[config.mk]
export PLATFORM = sky130hd
export DESIGN_NAME = tmr_pend_bridge
export DESIGN_NICKNAME = d
export VERILOG_FILES = /design/src/rtl/tpb_pkg.sv /design/src/rtl/tpb_edge_detect.sv /design/src/rtl/tpb_backlog.sv /design/src/rtl/tpb_arbiter.sv /design/src/rtl/tmr_pend_bridge.sv
export SDC_FILE = /design/constraint.sdc
export NUM_CORES = 1
export LEC_CHECK = 0
export BUFFER_PORTS_ARGS = -buffer_cell sky130_fd_sc_hd__buf_2
export CAP_MARGIN = 20
export CORE_MARGIN = 8
export CORE_UTILIZATION = 50
export DETAILED_ROUTE_END_ITERATION = 12
export GPL_ROUTABILITY_DRIVEN = 0
export PLACE_DENSITY = 0.71
export SYNTH_ARGS = -nofsm -noshare
export SYNTH_HDL_FRONTEND = slang
export SYNTH_HIERARCHICAL = 1
export SYNTH_SLANG_ARGS = --single-unit
export TNS_END_PERCENT = 100
[constraint.sdc]
create_clock -name clk -period 2.6 [get_ports clk]
set_input_delay 0.39 -clock clk [delete_from_list [all_inputs] [get_ports clk]]
set_output_delay 0.39 -clock clk [all_outputs]
set_load 0.03 [all_outputs]
[src/rtl/tpb_pkg.sv]
package tpb_pkg;
    timeunit 1ns;
    timeprecision 1ps;

    localparam int CPU_W     = 2;
    localparam int ID_W      = 5;
    localparam int IRQ_TIMER = 29;
    localparam int IRQ_WDOG  = 30;

    typedef struct packed {
        logic [CPU_W-1:0] cpu;
        logic [ID_W-1:0]  id;
    } pend_req_t;

    // Source index bit 0 selects timer/watchdog; the upper bits name the CPU.
    function automatic pend_req_t src_to_req(input int unsigned idx);
        pend_req_t r;
        r.cpu = CPU_W'(idx >> 1);
        r.id  = ID_W'(IRQ_TIMER + int'(idx & 1));
        return r;
    endfunction
endpackage

[src/rtl/tpb_edge_detect.sv]
module tpb_edge_detect #(
    parameter int NSRC = 8
) (
    input  logic            clk,
    input  logic            rst,
    input  logic [NSRC-1:0] level,
    output logic [NSRC-1:0] rise
);
    timeunit 1ns;
    timeprecision 1ps;

    logic [NSRC-1:0] hist_q;

    generate
        for (genvar g = 0; g < NSRC; g++) begin : g_src
            always_ff @(posedge clk) begin
                if (rst) hist_q[g] <= 1'b0;
                else     hist_q[g] <= level[g];
            end

            assign rise[g] = level[g] & ~hist_q[g];

            AST_NO_BACK_TO_BACK_RISE: assert property (@(posedge clk) disable iff (rst)
                rise[g] |=> !rise[g]);
        end
    endgenerate
endmodule

[src/rtl/tpb_backlog.sv]
module tpb_backlog #(
    parameter int CNT_W = 3
) (
    input  logic clk,
    input  logic rst,
    input  logic rise,
    input  logic take,
    output logic busy
);
    timeunit 1ns;
    timeprecision 1ps;

    localparam logic [CNT_W-1:0] CNT_MAX = {CNT_W{1'b1}};

    logic [CNT_W-1:0] cnt_q;
    logic [CNT_W-1:0] cnt_d;

    always_comb begin
        cnt_d = cnt_q;
        unique case ({rise, take})
            2'b10:   if (cnt_q != CNT_MAX) cnt_d = cnt_q + 1'b1;
            2'b01:   cnt_d = cnt_q - 1'b1;
            default: cnt_d = cnt_q;
        endcase
    end

    always_ff @(posedge clk) begin
        if (rst) cnt_q <= '0;
        else     cnt_q <= cnt_d;
    end

    assign busy = (cnt_q != '0);

    AST_TAKE_NEEDS_WORK: assert property (@(posedge clk) disable iff (rst)
        take |-> cnt_q != '0);
    AST_FULL_HOLDS: assert property (@(posedge clk) disable iff (rst)
        (cnt_q == CNT_MAX && rise && !take) |=> cnt_q == CNT_MAX);
    AST_GROWTH_NEEDS_RISE: assert property (@(posedge clk) disable iff (rst)
        (cnt_q > $past(cnt_q)) |-> $past(rise));
endmodule

[src/rtl/tpb_arbiter.sv]
module tpb_arbiter
    import tpb_pkg::*;
#(
    parameter int NSRC = 8
) (
    input  logic            clk,
    input  logic            rst,
    input  logic [NSRC-1:0] busy,
    input  logic            stall,
    output logic [NSRC-1:0] take,
    output logic            valid,
    output pend_req_t       req
);
    timeunit 1ns;
    timeprecision 1ps;

    logic      valid_q;
    pend_req_t req_q;
    logic      load;
    logic      found;
    int        win;

    assign load = !valid_q || !stall;

    always_comb begin
        found = 1'b0;
        win   = 0;
        for (int i = 0; i < NSRC; i++) begin
            if (busy[i] && !found) begin
                found = 1'b1;
                win   = i;
            end
        end
        take = '0;
        if (load && found) take[win] = 1'b1;
    end

    always_ff @(posedge clk) begin
        if (rst) begin
            valid_q <= 1'b0;
            req_q   <= '0;
        end else if (load) begin
            valid_q <= found;
            if (found) req_q <= src_to_req(unsigned'(win));
        end
    end

    assign valid = valid_q;
    assign req   = req_q;

    AST_STALL_HOLD: assert property (@(posedge clk) disable iff (rst)
        (valid && stall) |=> (valid && $stable(req)));
    AST_GRANT_ONEHOT: assert property (@(posedge clk) disable iff (rst)
        $onehot0(take));
    AST_ID_LEGAL: assert property (@(posedge clk) disable iff (rst)
        valid |-> (int'(req.id) == IRQ_TIMER || int'(req.id) == IRQ_WDOG));
    AST_CPU_LEGAL: assert property (@(posedge clk) disable iff (rst)
        valid |-> int'(req.cpu) < NSRC / 2);
endmodule

[src/rtl/tmr_pend_bridge.sv]
module tmr_pend_bridge
    import tpb_pkg::*;
#(
    parameter int NUM_CPU = 4,
    parameter int CNT_W   = 3
) (
    input  logic                 clk,
    input  logic                 rst,
    input  logic [2*NUM_CPU-1:0] src_level,
    input  logic                 pend_stall,
    output logic                 pend_valid,
    output logic [CPU_W-1:0]     pend_cpu,
    output logic [ID_W-1:0]      pend_id
);
    timeunit 1ns;
    timeprecision 1ps;

    localparam int NSRC = 2 * NUM_CPU;

    logic [NSRC-1:0] rise;
    logic [NSRC-1:0] busy;
    logic [NSRC-1:0] take;
    pend_req_t       req;

    tpb_edge_detect #(.NSRC(NSRC)) u_edge (
        .clk   (clk),
        .rst   (rst),
        .level (src_level),
        .rise  (rise)
    );

    generate
        for (genvar g = 0; g < NSRC; g++) begin : g_bl
            tpb_backlog #(.CNT_W(CNT_W)) u_bl (
                .clk  (clk),
                .rst  (rst),
                .rise (rise[g]),
                .take (take[g]),
                .busy (busy[g])
            );
        end
    endgenerate

    tpb_arbiter #(.NSRC(NSRC)) u_arb (
        .clk   (clk),
        .rst   (rst),
        .busy  (busy),
        .stall (pend_stall),
        .take  (take),
        .valid (pend_valid),
        .req   (req)
    );

    assign pend_cpu = req.cpu;
    assign pend_id  = req.id;

    AST_REQ_FROM_BACKLOG: assert property (@(posedge clk) disable iff (rst)
        $rose(pend_valid) |-> $past(|busy));
    AST_ACCEPT_CLEARS: assert property (@(posedge clk) disable iff (rst)
        (pend_valid && !pend_stall && !(|busy)) |=> !pend_valid);
endmodule

==> impl_metrics.csv <==
group,metric,value,unit
worst_setup_path,path_max_fanout,4,
global_route,grt_max_degree,25,
routing,wl_per_cell,13.6,um
worst_setup_path,cp_cell_sequence,"or3_4 -> nor4_4 -> and3_4 -> o21ai_4 -> nor2_4 -> nand2b_1 -> fa_2 -> inv_2 -> a221oi_2 -> a211oi_1",
floorplanning,num_rows,25,
run_status,status,"finished with violations",
hold_path,hp-start,"src_level[6]",
clock_tree,ctsRootBufferMaster,"clkbuf_8",
global_route,antenna_found_initial,0,
worst_setup_path,reg2reg_slack,-0.07,ns
floorplanning,start_util,51.5,%
clock_tree,hold_buffers,0,
clock_tree,h-tree-depth,2,
worst_setup_path,critPathCaptureType,"flop",
clock_tree,clk_latency,0.29,ns
worst_setup_path,criticalPathCategory,"flop to flop",
power,peakVddDrop,573,uV
layout,layout_commonest_cell,"buf_4",
power,p_per_area,958,nW/um2
sta,skew,0.0109,ns
global_route,grt_pass1_wl,9050,um
sta,worst_pin_slew,0.578,ns
routing,firstDrtPassIters,4,
sta,rsz0062_at_grt,"true",
synth,syn_nets,286,
clock_tree,cts_buffers,5,
layout,area_growth,32.5,%
routing,ant_nets,0,
power,power_frac_clock,16.1,%
placement,dp_cells,380,
worst_setup_path,max_stage_delay,0.53,ns
placement,io_buffers,18,
power,p_leak,1.39,nW
worst_setup_path,reg2reg_from,"g_bl[3].u_bl/cnt_q[1]$_SDFFE_PP0P_",
power,power_switching,1.23,mW
synth,synth_top_area_cell,"dfxtp_1",
worst_setup_path,r2r_cells,10,
synth,avgSynthCellArea,9.05,um2
hold_path,min_to,"u_edge/hist_q[6]$_SDFF_PP0_",
global_route,busiest_layer,"met2",
run_status,violations,"negative setup slack",
clock_tree,cts_sinks,38,
floorplanning,die-area,7320,um2
floorplanning,die_h,85.5,um
sta,min_period,2.67,ns
global_route,groute.layer.met1.usage,18.2,%
worst_setup_path,arrival,2.83,ns
synth,syn-cell-area,2420,um2
floorplanning,die_w,85.5,um
global_route,grt_remaining_overflow,0,
worst_setup_path,worstReg2RegEnd,"g_bl[7].u_bl/cnt_q[1]$_SDFFE_PP0P_",
sta,slew_viol_final,0,
run,drv_cap,0,
layout,post-route-util,68.2,%
global_route,grt_use_met3,2.96,%
power,power.internal,1.84,mW
sta,setup_viol,8,
layout,fin_cells,393,
sta,report.final.hold_viol_count,0,
routing,num_vias,2127,
synth,synthTopCellsByArea,"dfxtp_1 31%, fa_1 6.6%, nand2b_1 6.5%",
layout,nNetsFinal,357,
worst_setup_path,cp.required,2.76,ns
clock_tree,clockBufferDepth,2,
synth,syn_inst,267,
routing,totalWireLength,5360,um
floorplanning,coreArea,4690,um2
clock_tree,cts_tree,"built",
hold_path,hold_class,"input pin to flop",
global_route,grtUsageTotal,14.8,%
synth,yosysTopAreaCellShare,31.5,%
sta,max_slew_margin,61.4,%
power,sw_frac_of_total,40.0,%
placement,hpwl,3700,um
global_route,met2_usage,25.6,%
routing,viasPerCell,5.41,
sta,fin_ws,-0.0706,ns
routing,drt_iter0_markers,106,
layout,drive_above_1_share,38.3,%
synth,yosysSeqAreaShare,31.5,%
synth,yosys.cell_types.count,31,
floorplanning,ios,19,
layout,diodes,0,
worst_setup_path,cp-start-kind,"flop",
clock_tree,clk_pin_slew,0.08,ns
sta,holdWs,0.321,ns
routing,drc_errors,0,
synth,yosys_warnings,6,
synth,yosys_register_bits,38,
power,combPwrFrac,58.0,%
global_route,first_global_vias,2076,
sta,fin_crit_sh,103,%
layout,final_cell_mix,"48 x buf_4, 36 x dfxtp_1, 25 x nand2b_1",
worst_setup_path,critPathSlowestCell,"fa_2",
power,power_frac_seq,25.9,%
placement,pre_cts_ws,-0.106,ns
sta,fmax,374,MHz
hold_path,min_path_cells,2,
cell type report:
class	count	area, um2
multi-input combinational	201	1720
fill	402	1490
sequential	38	763
timing repair buffer	66	450
inverter	26	97.6
clock buffer	7	76.3
tap	54	67.6
clock inverter	1	30.0
synth_stat cells:
| cell type | n |
|---|---|
| a211o_2 | 1 |
| a211oi_1 | 16 |
| a211oi_2 | 8 |
| a21bo_2 | 8 |
| a21o_1 | 8 |
| a21oi_2 | 1 |
| a221oi_1 | 9 |
| a311oi_1 | 1 |
| a31oi_1 | 1 |
| and2_1 | 10 |
| and3_1 | 1 |
| and3b_1 | 16 |
| buf_4 | 2 |
| dfxtp_1 | 38 |
| fa_1 | 8 |
| inv_1 | 26 |
| mux2i_1 | 8 |
| nand2_1 | 9 |
| nand2b_1 | 25 |
| nor2_1 | 12 |
| nor2b_1 | 16 |
| nor3_1 | 10 |
| nor3b_1 | 8 |
| nor4_1 | 1 |
| nor4_4 | 1 |
| o211a_1 | 2 |
| o211ai_2 | 1 |
| o21ai_0 | 10 |
| o21ai_1 | 1 |
| o221a_2 | 1 |
| or3_1 | 8 |
sequential cells by signal, indices dropped and copies added, names as in the netlist:
signal           flops
g_bl.u_bl/cnt_q     24
u_edge/hist_q        8
u_arb/req            5
u_arb/valid          1
how the worst max path moves through the flow:
stage	start	endpoint	slack [ns]	cells after the start
floorplan	g_bl[2].u_bl/cnt_q[0]$_SDFFE_PP0P_	g_bl[5].u_bl/cnt_q[1]$_SDFFE_PP0P_	-0.13	10
global placement	g_bl[3].u_bl/cnt_q[1]$_SDFFE_PP0P_	g_bl[5].u_bl/cnt_q[1]$_SDFFE_PP0P_	-0.06	10
finish	g_bl[3].u_bl/cnt_q[1]$_SDFFE_PP0P_	g_bl[7].u_bl/cnt_q[1]$_SDFFE_PP0P_	-0.07	10
detailed placement	g_bl[3].u_bl/cnt_q[1]$_SDFFE_PP0P_	g_bl[7].u_bl/cnt_q[2]$_SDFFE_PP0P_	-0.11	10
global route	g_bl[1].u_bl/cnt_q[1]$_SDFFE_PP0P_	g_bl[4].u_bl/cnt_q[1]$_SDFFE_PP0P_	-0.21	11
CTS	g_bl[2].u_bl/cnt_q[1]$_SDFFE_PP0P_	g_bl[7].u_bl/cnt_q[1]$_SDFFE_PP0P_	-0.09	10
worst max-delay path, delay by kind of cell, from the launching register on:
| kind | cells | cell delay [ns] |
|---|---|---|
| and+or+nand+nor | 5 | 1.23 |
| adders and majority gates | 1 | 0.53 |
| AOI/OAI and AO/OA | 3 | 0.40 |
| DFF | 1 | 0.33 |
| buffers and inverters | 1 | 0.04 |
power by group through the flow:
| stage | Clock (mW) | Sequential [mW] | Combinational (mW) |
|---|---|---|---|
| final | 0.495 | 0.795 | 1.78 |
| after global placement | 0 | 0.796 | 1.56 |
| after floorplan | 0 | 0.894 | 0.980 |
| after detailed placement | 0 | 0.801 | 1.59 |
| after global routing | 0.532 | 0.813 | 1.94 |
| after CTS | 0.507 | 0.792 | 1.73 |
cells by family (layout without fill, tap and decap cells):
family          Yosys count  count (layout)  share of synthesized area, %
flops                    38              38                          31.5
fa+ha+maj                 8               8                          6.63
mux                       8               8                          3.31
compound gates           68              68                          23.7
buf+inv                  28             100                          4.66
simple gates            117             117                          30.3
per-layer routing:
layer  vias up  share of wire (%)  routed length [um]
met3         2                2.9                 154
met1       998                 48                2580
met2        28                 49                2620
li1       1099                  -                   -
met5         -                  0                   0
met4         0               0.15                   8
stage by stage:
stage	cell area (um2)	power, mW	TNS, ns
finish	3200	3.07	-0.399
global route	3200	3.29	-1.86
CTS	3160	3.03	-0.419
detailed placement	2930	2.39	-0.722
global placement	2930	2.35	-0.244
floorplan	2460	1.87	-0.911
repair_timing:
item                                    in CTS  in global routing
pin swaps                                   17                  7
setup buffers                                7                  0
endpoints found under the setup margin      12                 13
cloned                                       0                  0
gates resized for setup                     18                 14
No activity file was read; power rests on OpenSTA's default activity.
